File: config.mk
export PLATFORM = sky130hd
export DESIGN_NAME = dbpwm_top
export DESIGN_NICKNAME = d
export VERILOG_FILES = /design/src/rtl/dbpwm_pkg.sv /design/src/rtl/dbpwm_timebase.sv /design/src/rtl/dbpwm_duty.sv /design/src/rtl/dbpwm_fault.sv /design/src/rtl/dbpwm_top.sv
export SDC_FILE = /design/constraint.sdc
export NUM_CORES = 1
export LEC_CHECK = 0
export ABC_AREA = 0
export CAP_MARGIN = 30
export CORE_MARGIN = 2
export CORE_UTILIZATION = 43
export DETAILED_ROUTE_END_ITERATION = 8
export GPL_TIMING_DRIVEN = 0
export PLACE_DENSITY_LB_ADDON = 0.08
export SYNTH_ARGS = -nofsm -noshare
export SYNTH_HDL_FRONTEND = slang
export SYNTH_SLANG_ARGS = --single-unit
File: constraint.sdc
create_clock -name clk -period 7.8 [get_ports clk]
set_clock_uncertainty 0.1 [all_clocks]
set_input_delay 1.95 -clock clk [delete_from_list [all_inputs] [get_ports clk]]
set_output_delay 1.95 -clock clk [all_outputs]
set_load 0.05 [all_outputs]
File: src/rtl/dbpwm_pkg.sv
package dbpwm_pkg;
   localparam logic [2:0] MODE_PWM     = 3'b110;
   localparam logic [2:0] MODE_PWM_FLT = 3'b111;

   function automatic logic is_pwm(input logic [2:0] m);
      return m[2:1] == 2'b11;
   endfunction

   function automatic logic is_flt(input logic [2:0] m);
      return m == MODE_PWM_FLT;
   endfunction
endpackage

File: src/rtl/dbpwm_timebase.sv
module dbpwm_timebase #(
   parameter int CNT_W = 16
) (
   input  logic             clk,
   input  logic             rst_n,
   input  logic             run,
   input  logic [CNT_W-1:0] period,
   output logic [CNT_W-1:0] cnt,
   output logic [CNT_W-1:0] cnt_nxt,
   output logic             wrap,
   output logic             tick
);
   localparam logic [CNT_W-1:0] ONE = CNT_W'(1);

   if (CNT_W < 2) begin : g_bad_width
      $error("dbpwm_timebase: CNT_W must be at least 2");
   end

   assign wrap = run && (cnt == period);

   always_comb begin
      cnt_nxt = cnt;
      if (wrap)     cnt_nxt = '0;
      else if (run) cnt_nxt = cnt + ONE;
   end

   always_ff @(posedge clk or negedge rst_n) begin
      if (!rst_n) begin
         cnt  <= '0;
         tick <= 1'b0;
      end else begin
         cnt  <= cnt_nxt;
         tick <= wrap;
      end
   end

   a_r1_wrap: assert property (@(posedge clk) disable iff (!rst_n)
      (run && cnt == period) |=> (cnt == '0));
   a_r1_hold: assert property (@(posedge clk) disable iff (!rst_n)
      (!run) |=> $stable(cnt));
   a_r6_tick: assert property (@(posedge clk) disable iff (!rst_n)
      tick |-> (cnt == '0));
endmodule

File: src/rtl/dbpwm_duty.sv
module dbpwm_duty #(
   parameter int CNT_W = 16
) (
   input  logic             clk,
   input  logic             rst_n,
   input  logic             buf_wr,
   input  logic [CNT_W-1:0] buf_in,
   input  logic             pre_wr,
   input  logic [CNT_W-1:0] pre_in,
   input  logic             locked,
   input  logic             load,
   output logic [CNT_W-1:0] act,
   output logic [CNT_W-1:0] act_nxt
);
   logic [CNT_W-1:0] shadow;

   always_comb begin
      act_nxt = act;
      if (load)                 act_nxt = shadow;
      else if (pre_wr && !locked) act_nxt = pre_in;
   end

   always_ff @(posedge clk or negedge rst_n) begin
      if (!rst_n) begin
         shadow <= '0;
         act    <= '0;
      end else begin
         if (buf_wr) shadow <= buf_in;
         act <= act_nxt;
      end
   end

   a_r2_reload: assert property (@(posedge clk) disable iff (!rst_n)
      load |=> (act == $past(shadow)));
   a_r3_locked: assert property (@(posedge clk) disable iff (!rst_n)
      (locked && !load) |=> $stable(act));
endmodule

File: src/rtl/dbpwm_fault.sv
module dbpwm_fault #(
   parameter int SYNC_STAGES = 2
) (
   input  logic clk,
   input  logic rst_n,
   input  logic fault_n,
   input  logic flt_mode,
   input  logic mode_wr,
   output logic sts,
   output logic irq
);
   logic [SYNC_STAGES-1:0] sync_q;
   logic                   seen;
   logic                   set_c;
   logic                   clr_c;

   if (SYNC_STAGES < 2) begin : g_bad_sync
      $error("dbpwm_fault: SYNC_STAGES must be at least 2");
   end

   always_ff @(posedge clk or negedge rst_n) begin
      if (!rst_n) sync_q <= '0;
      else        sync_q <= {sync_q[SYNC_STAGES-2:0], ~fault_n};
   end

   assign seen  = sync_q[SYNC_STAGES-1];
   assign clr_c = mode_wr && !seen;
   assign set_c = flt_mode && seen;

   always_ff @(posedge clk or negedge rst_n) begin
      if (!rst_n) begin
         sts <= 1'b0;
         irq <= 1'b0;
      end else begin
         irq <= set_c && !sts;
         if (clr_c)      sts <= 1'b0;
         else if (set_c) sts <= 1'b1;
      end
   end

   a_r10_sticky: assert property (@(posedge clk) disable iff (!rst_n)
      (sts && !mode_wr) |=> sts);
   a_r9_pulse: assert property (@(posedge clk) disable iff (!rst_n)
      irq |=> !irq);
   a_r9_irq_sets: assert property (@(posedge clk) disable iff (!rst_n)
      irq |-> sts);
endmodule

File: src/rtl/dbpwm_top.sv
module dbpwm_top
   import dbpwm_pkg::*;
#(
   parameter int CNT_W       = 16,
   parameter int SYNC_STAGES = 2,
   parameter bit FAULT_EN    = 1'b1
) (
   input  logic             clk,
   input  logic             rst_n,
   input  logic             run,
   input  logic [CNT_W-1:0] period,
   input  logic             mode_wr,
   input  logic [2:0]       mode_in,
   input  logic             duty_buf_wr,
   input  logic [CNT_W-1:0] duty_buf_in,
   input  logic             duty_pre_wr,
   input  logic [CNT_W-1:0] duty_pre_in,
   input  logic             fault_n,
   output logic             pwm_out,
   output logic             pwm_oe,
   output logic [CNT_W-1:0] count,
   output logic [CNT_W-1:0] duty_act,
   output logic             period_irq,
   output logic             fault_sts,
   output logic             fault_irq
);
   logic [2:0]       mode_q;
   logic [2:0]       mode_d;
   logic [CNT_W-1:0] cnt_nxt;
   logic [CNT_W-1:0] act_nxt;
   logic             wrap;
   logic             pwm_q;
   logic             flt_mode;

   assign mode_d   = mode_wr ? mode_in : mode_q;
   assign flt_mode = is_flt(mode_q);

   always_ff @(posedge clk or negedge rst_n) begin
      if (!rst_n) begin
         mode_q <= '0;
         pwm_q  <= 1'b0;
      end else begin
         mode_q <= mode_d;
         pwm_q  <= is_pwm(mode_d) && (cnt_nxt < act_nxt);
      end
   end

   dbpwm_timebase #(.CNT_W(CNT_W)) i_timebase (
      .clk     (clk),
      .rst_n   (rst_n),
      .run     (run),
      .period  (period),
      .cnt     (count),
      .cnt_nxt (cnt_nxt),
      .wrap    (wrap),
      .tick    (period_irq)
   );

   dbpwm_duty #(.CNT_W(CNT_W)) i_duty (
      .clk     (clk),
      .rst_n   (rst_n),
      .buf_wr  (duty_buf_wr),
      .buf_in  (duty_buf_in),
      .pre_wr  (duty_pre_wr),
      .pre_in  (duty_pre_in),
      .locked  (is_pwm(mode_q)),
      .load    (wrap),
      .act     (duty_act),
      .act_nxt (act_nxt)
   );

   if (FAULT_EN) begin : g_fault
      dbpwm_fault #(.SYNC_STAGES(SYNC_STAGES)) i_fault (
         .clk      (clk),
         .rst_n    (rst_n),
         .fault_n  (fault_n),
         .flt_mode (flt_mode),
         .mode_wr  (mode_wr),
         .sts      (fault_sts),
         .irq      (fault_irq)
      );
      assign pwm_oe = !(flt_mode && (!fault_n || fault_sts));
   end else begin : g_no_fault
      assign fault_sts = 1'b0;
      assign fault_irq = 1'b0;
      assign pwm_oe    = 1'b1;
   end

   assign pwm_out = pwm_q && pwm_oe;

   a_r10_oe_low: assert property (@(posedge clk) disable iff (!rst_n)
      (flt_mode && fault_sts) |-> !pwm_oe);
   a_r4_off: assert property (@(posedge clk) disable iff (!rst_n)
      !is_pwm(mode_q) |-> !pwm_out);
   a_r5_zero: assert property (@(posedge clk) disable iff (!rst_n)
      (duty_act == '0) |-> !pwm_out);
   a_r7_plain: assert property (@(posedge clk) disable iff (!rst_n)
      (mode_q == MODE_PWM) |-> pwm_oe);
endmodule

# ---- After elaboration in Yosys (flattened, before gate mapping)
# Cells that the tools add are included.
dict set report totals {
  ff_bits 57
  input_bits 58
  word_cells 39
}
dict set report classes {
  addsub 1
  magnitude_cmp 1
  eq_ne 4
  muxes 7
  bitwise_logic 1
  n_reduce_logical 15
}
# cell n
set ops {}
lappend ops {{16-bit 2-to-1 mux} 4}
lappend ops {{16-bit by 1-bit adder with 16-bit output, second input constant} 1}
lappend ops {{16-bit equality test} 1}
lappend ops {{16-bit < comparator} 1}
lappend ops {{1-bit logical AND} 8}
lappend ops {{1-bit logical NOT} 5}
lappend ops {{2-bit equality test, second input constant} 2}
lappend ops {{3-bit equality test, second input constant} 1}
lappend ops {{3-bit 2-to-1 mux} 1}
lappend ops {{1-bit 2-to-1 mux} 2}
lappend ops {{2-bit nonzero test} 1}
lappend ops {{1-bit logical OR} 1}
lappend ops {{1-bit inverter} 1}

# ---- Depth between registers and ports, before layout
dict set report logic_depth {
  depth_word 7
  ltp_mapped 14
  mapped_depth_nobuf 13
}

# ---- Hierarchy
# A second synthesis with hierarchy kept.
dict set report unflattened {
  hier_cells 293
  area_unflattened_um2 3119.2
}
# mod instances cells_per_inst area_each_um2 seq_area_each_um2
set by_module_without_submodules {}
lappend by_module_without_submodules {dbpwm_duty 1 123 1495.2 800.8}
lappend by_module_without_submodules {dbpwm_timebase 1 95 959.7 425.4}
lappend by_module_without_submodules {dbpwm_top 1 66 540.5 100.1}
lappend by_module_without_submodules {dbpwm_fault 1 9 123.9 100.1}

# ---- Least setup slack after synthesis
# No wires, ideal clock.
dict set report synth_path {
  path_kind {in2out}
  start {input port fault_n}
  end {output port pwm_out}
  t_arrival_ns 3.395
  t_required_ns 5.750
  slack_ns 2.355
  stages 3
  n_path_buf 0
  path_cell_list {inv_1 -> o2111ai_1 -> and2_1}
}
dict set report synth_between {
  elab_chain_len 5
}
# element line
set synth_rtl {}
lappend synth_rtl {{start: declaration} dbpwm_top.sv:18} ;# input logic fault_n,
lappend synth_rtl {{1-bit logical NOT} dbpwm_top.sv:82} ;# assign pwm_oe = !(flt_mode && (!fault_n || fault_sts));
lappend synth_rtl {{1-bit logical OR} dbpwm_top.sv:82}
lappend synth_rtl {{1-bit logical AND} dbpwm_top.sv:82}
lappend synth_rtl {{1-bit logical NOT} dbpwm_top.sv:82}
lappend synth_rtl {{named net pwm_oe} dbpwm_top.sv:20} ;# output logic pwm_oe,
lappend synth_rtl {{1-bit logical AND} dbpwm_top.sv:89} ;# assign pwm_out = pwm_q && pwm_oe;
lappend synth_rtl {{end: declaration} dbpwm_top.sv:19} ;# output logic pwm_out,
# The timed path passes the listed nets, and every way through them passes these cells.

# ---- Worst setup path in the final report
dict set report layout_path {
  start {input port fault_n}
  end {output port pwm_out}
}
dict set report layout_between {
  elab_chain_len 5
}
# element line
set layout_rtl {}
lappend layout_rtl {{1-bit logical NOT} dbpwm_top.sv:82}
lappend layout_rtl {{1-bit logical OR} dbpwm_top.sv:82}
lappend layout_rtl {{1-bit logical AND} dbpwm_top.sv:82}
lappend layout_rtl {{1-bit logical NOT} dbpwm_top.sv:82}
lappend layout_rtl {{1-bit logical AND} dbpwm_top.sv:89}
# Every way passes these cells.

==> results.json <==
{
  "ys_seq_elements": 57,
  "cp_slowest_cell": "clkdlybuf4s50_1",
  "initial_utilization_pct": 44.9,
  "cts_buffers": 9,
  "nFillCells": 585,
  "min_period_over_period_pct": 72.6,
  "fin_nets": 464,
  "tightest_slew_ps": 674,
  "multiInputGateArea_sq_mm": 0.00158,
  "cts_max_level": 3,
  "slowest_delay_ps": 790,
  "routed_via_density": 5.10,
  "gp_congestion": 0.772,
  "holdWs_ps": 249,
  "critPathKind": "input port to primary output",
  "postRouteAntennaNets": 0,
  "routed_wl_mm": 7.42,
  "r2r_slack_ps": 3800,
  "synthToLayoutAreaGrowth_pct": 39.9,
  "root_buffer": "clkbuf_8",
  "rows": 30,
  "ir_drop_uv": 163,
  "seq_area_frac_synth_pct": 46.5,
  "holdPathEnd": "g_fault.i_fault.sync_q[1]",
  "yosysUniqueCellTypes": 36,
  "cts_tree": "built",
  "crit_path_frequent_cell": "clkdlybuf4s50_1",
  "wl_per_cell_um": 15.2,
  "ctsHoldBuffers": 0,
  "worstHoldPathType": "flop to flop",
  "max_clock_freq_ghz": 0.176,
  "cts_num_sinks": 57,
  "p_per_area_mw_per_mm2": 241,
  "crit_arrival_ps": 3620,
  "clock_path_buffers": 2,
  "drc": 0,
  "netlist_area_sq_mm": 0.00307,
  "diodes": 0,
  "initialDrtViolationCount": 86,
  "r2r-end": "pwm_q",
  "synth_nets": 360,
  "maxCapViolCount": 0,
  "crit_buf_inv": 3,
  "status": "complete, no violations",
  "cp_top_family": "buffers and inverters",
  "worstPathRequired_ps": 5750,
  "grt_start_max_net_pins": 31,
  "critPathLaunchType": "input port",
  "min-delay-start": "g_fault.i_fault.sync_q[0]",
  "grt_setup_unrepaired": "no",
  "regArea_sq_mm": 0.00143,
  "coreArea_sq_mm": 0.00683,
  "path_cells": "clkdlybuf4s50_1, inv_1, o2111ai_1, and2_1, clkdlybuf4s50_1",
  "grt_overflow": 0,
  "fp.dieW_um": 88.5,
  "p_total_mw": 1.03,
  "timing.rr.start": "i_timebase.cnt[9]",
  "track_usage_pct": 20.0,
  "end_kind": "primary output",
  "dpl.hpwl_mm": 5.86,
  "cts.repair.resized": 0,
  "slew_headroom_pct": 55.1,
  "antenna_found_initial": 0,
  "crit_fanout": 2,
  "fin_crit_ps": 5670,
  "yosysWarnings": 0,
  "drive_above_1_share_pct": 10.9,
  "postCtsSetupBuffers": 0,
  "grt_pass1_wl_mm": 11.8,
  "dr.pass1.iters": 4,
  "p_leak_nw": 1.88,
  "hold_depth": 0,
  "clk_pin_slew_ps": 60,
  "hold_viol_final": 0,
  "die_h_um": 88.5,
  "die-area_sq_mm": 0.00782,
  "grt_pass1_vias": 2527,
  "port_buffers": 92,
  "maxSlewViolCount": 0,
  "synth.avg_cell_area_sq_um": 10.7,
  "vias": 2495,
  "setup_viol": 0,
  "synthCells": 286,
  "io_pins": 95,
  "reg2regPathDepth": 14,
  "setup_tns_ps": 0,
  "clk_latency_ps": 320
}
-- cells in the final DEF, fill, tap and decap left out, drive strengths merged, types with 4 or more instances in the layout --
cell / instances
inv: 4
mux2i: 17
buf: 8
xnor2: 16
mux2: 18
clkdlybuf4s50: 91
a21o: 4
nand2: 25
a21oi: 6
nor2: 21
o21ai: 19
nand3: 8
nand4: 12
xor2: 14
dfrtp: 57
o21a: 15
ha: 16
clkbuf: 16
-- worst max-delay path by stage --
stage	start	end	slack (ps)	cells after the start
6_report	fault_n	pwm_out	2130	5
4_1_cts	fault_n	pwm_out	2110	5
2_1_floorplan	fault_n	pwm_out	2360	3
5_1_grt	period[9]	pwm_q	1950	15
3_3_place_gp	period[9]	pwm_q	1920	15
3_5_place_dp	period[9]	pwm_q	1860	15
-- logic make-up after synthesis --
family	after synthesis	synth area share (%)
xor gates and xnor gates	30	8.57
muxes	35	12.2
adders and majority gates	16	6.53
AOI/OAI and AO/OA	51	11.0
buffers and inverters	15	2.04
DFF	57	46.5
and+or+nand+nor	82	13.2
-- metal layers --
layer / share of wire, % / wire length (um) / vias up / GRT usage (%)
li1: - / - / 1226 / -
met3: 5.6 / 416 / 8 / 4.66
met5: 0 / 0 / - / 0
met2: 47 / 3510 / 78 / 32.2
met4: 1.3 / 93 / 0 / 7.44
met1: 46 / 3400 / 1183 / 26.5
-- stage by stage --
stage | util, % | instance area [sq um] | setup WS (ps) | std cells
after CTS | 62.8 | 4290 | 2110 | 489
after global routing | 62.8 | 4290 | 1950 | 489
after floorplan | - | 3070 | 2360 | 286
final | 62.8 | 4290 | 2130 | 489
after detailed placement | 60.3 | 4120 | 1860 | 475
after global placement | 60.1 | 4110 | 1920 | 474
-- power breakdown --
part	switching [mW]	internal, mW	leakage [nW]
clock network	0.108	0.128	0.0871
logic	0.240	0.170	1.10
registers	0.0479	0.339	0.698
total	0.396	0.637	1.88
-- final cells by class --
type                            count  share of cell area (%)
Clock buffer                       11                    3.53
Inverter                            4                   0.350
Tap cell                           96                    2.80
Multi-Input combinational cell    214                    36.8
Buffer                             11                    1.11
Timing Repair Buffer               93                    21.8
Clock inverter                      3                   0.408
Sequential cell                    57                    33.2
-- Yosys cell counts, drive strengths merged --
master,instances,area share (%)
dfrtp,57,47
nand2,25,3.1
nor2,21,2.6
o21ai,19,3.1
mux2,18,6.6
mux2i,17,5.5
ha,16,6.5
xnor2,16,4.6
o21a,15,3.7
xor2,14,4.0
nand4,12,2.7
nand3,8,1.3
a21oi,6,0.98
buf,6,0.94
clkbuf,5,0.61
a21o,4,0.98
inv,4,0.49
and3,3,0.61
a211oi,2,0.65
and2,2,0.41
and4,2,0.61
nor2b,2,0.41
nor4,2,0.41
or3,2,0.41
a21boi,1,0.24
a41o,1,0.33
nor3,1,0.16
nor4b,1,0.29
o2111a,1,0.37
o2111ai,1,0.29
o221a,1,0.37
or4b,1,0.33
-- flip-flops by register name, summed over array words and instances, names as in the netlist --
register	flops
g_fault.i_fault.irq	1
g_fault.i_fault.sts	1
g_fault.i_fault.sync_q	2
i_duty.act	16
i_duty.shadow	16
i_timebase.cnt	16
i_timebase.tick	1
mode_q	3
pwm_q	1
(Power assumes the default switching activity.)
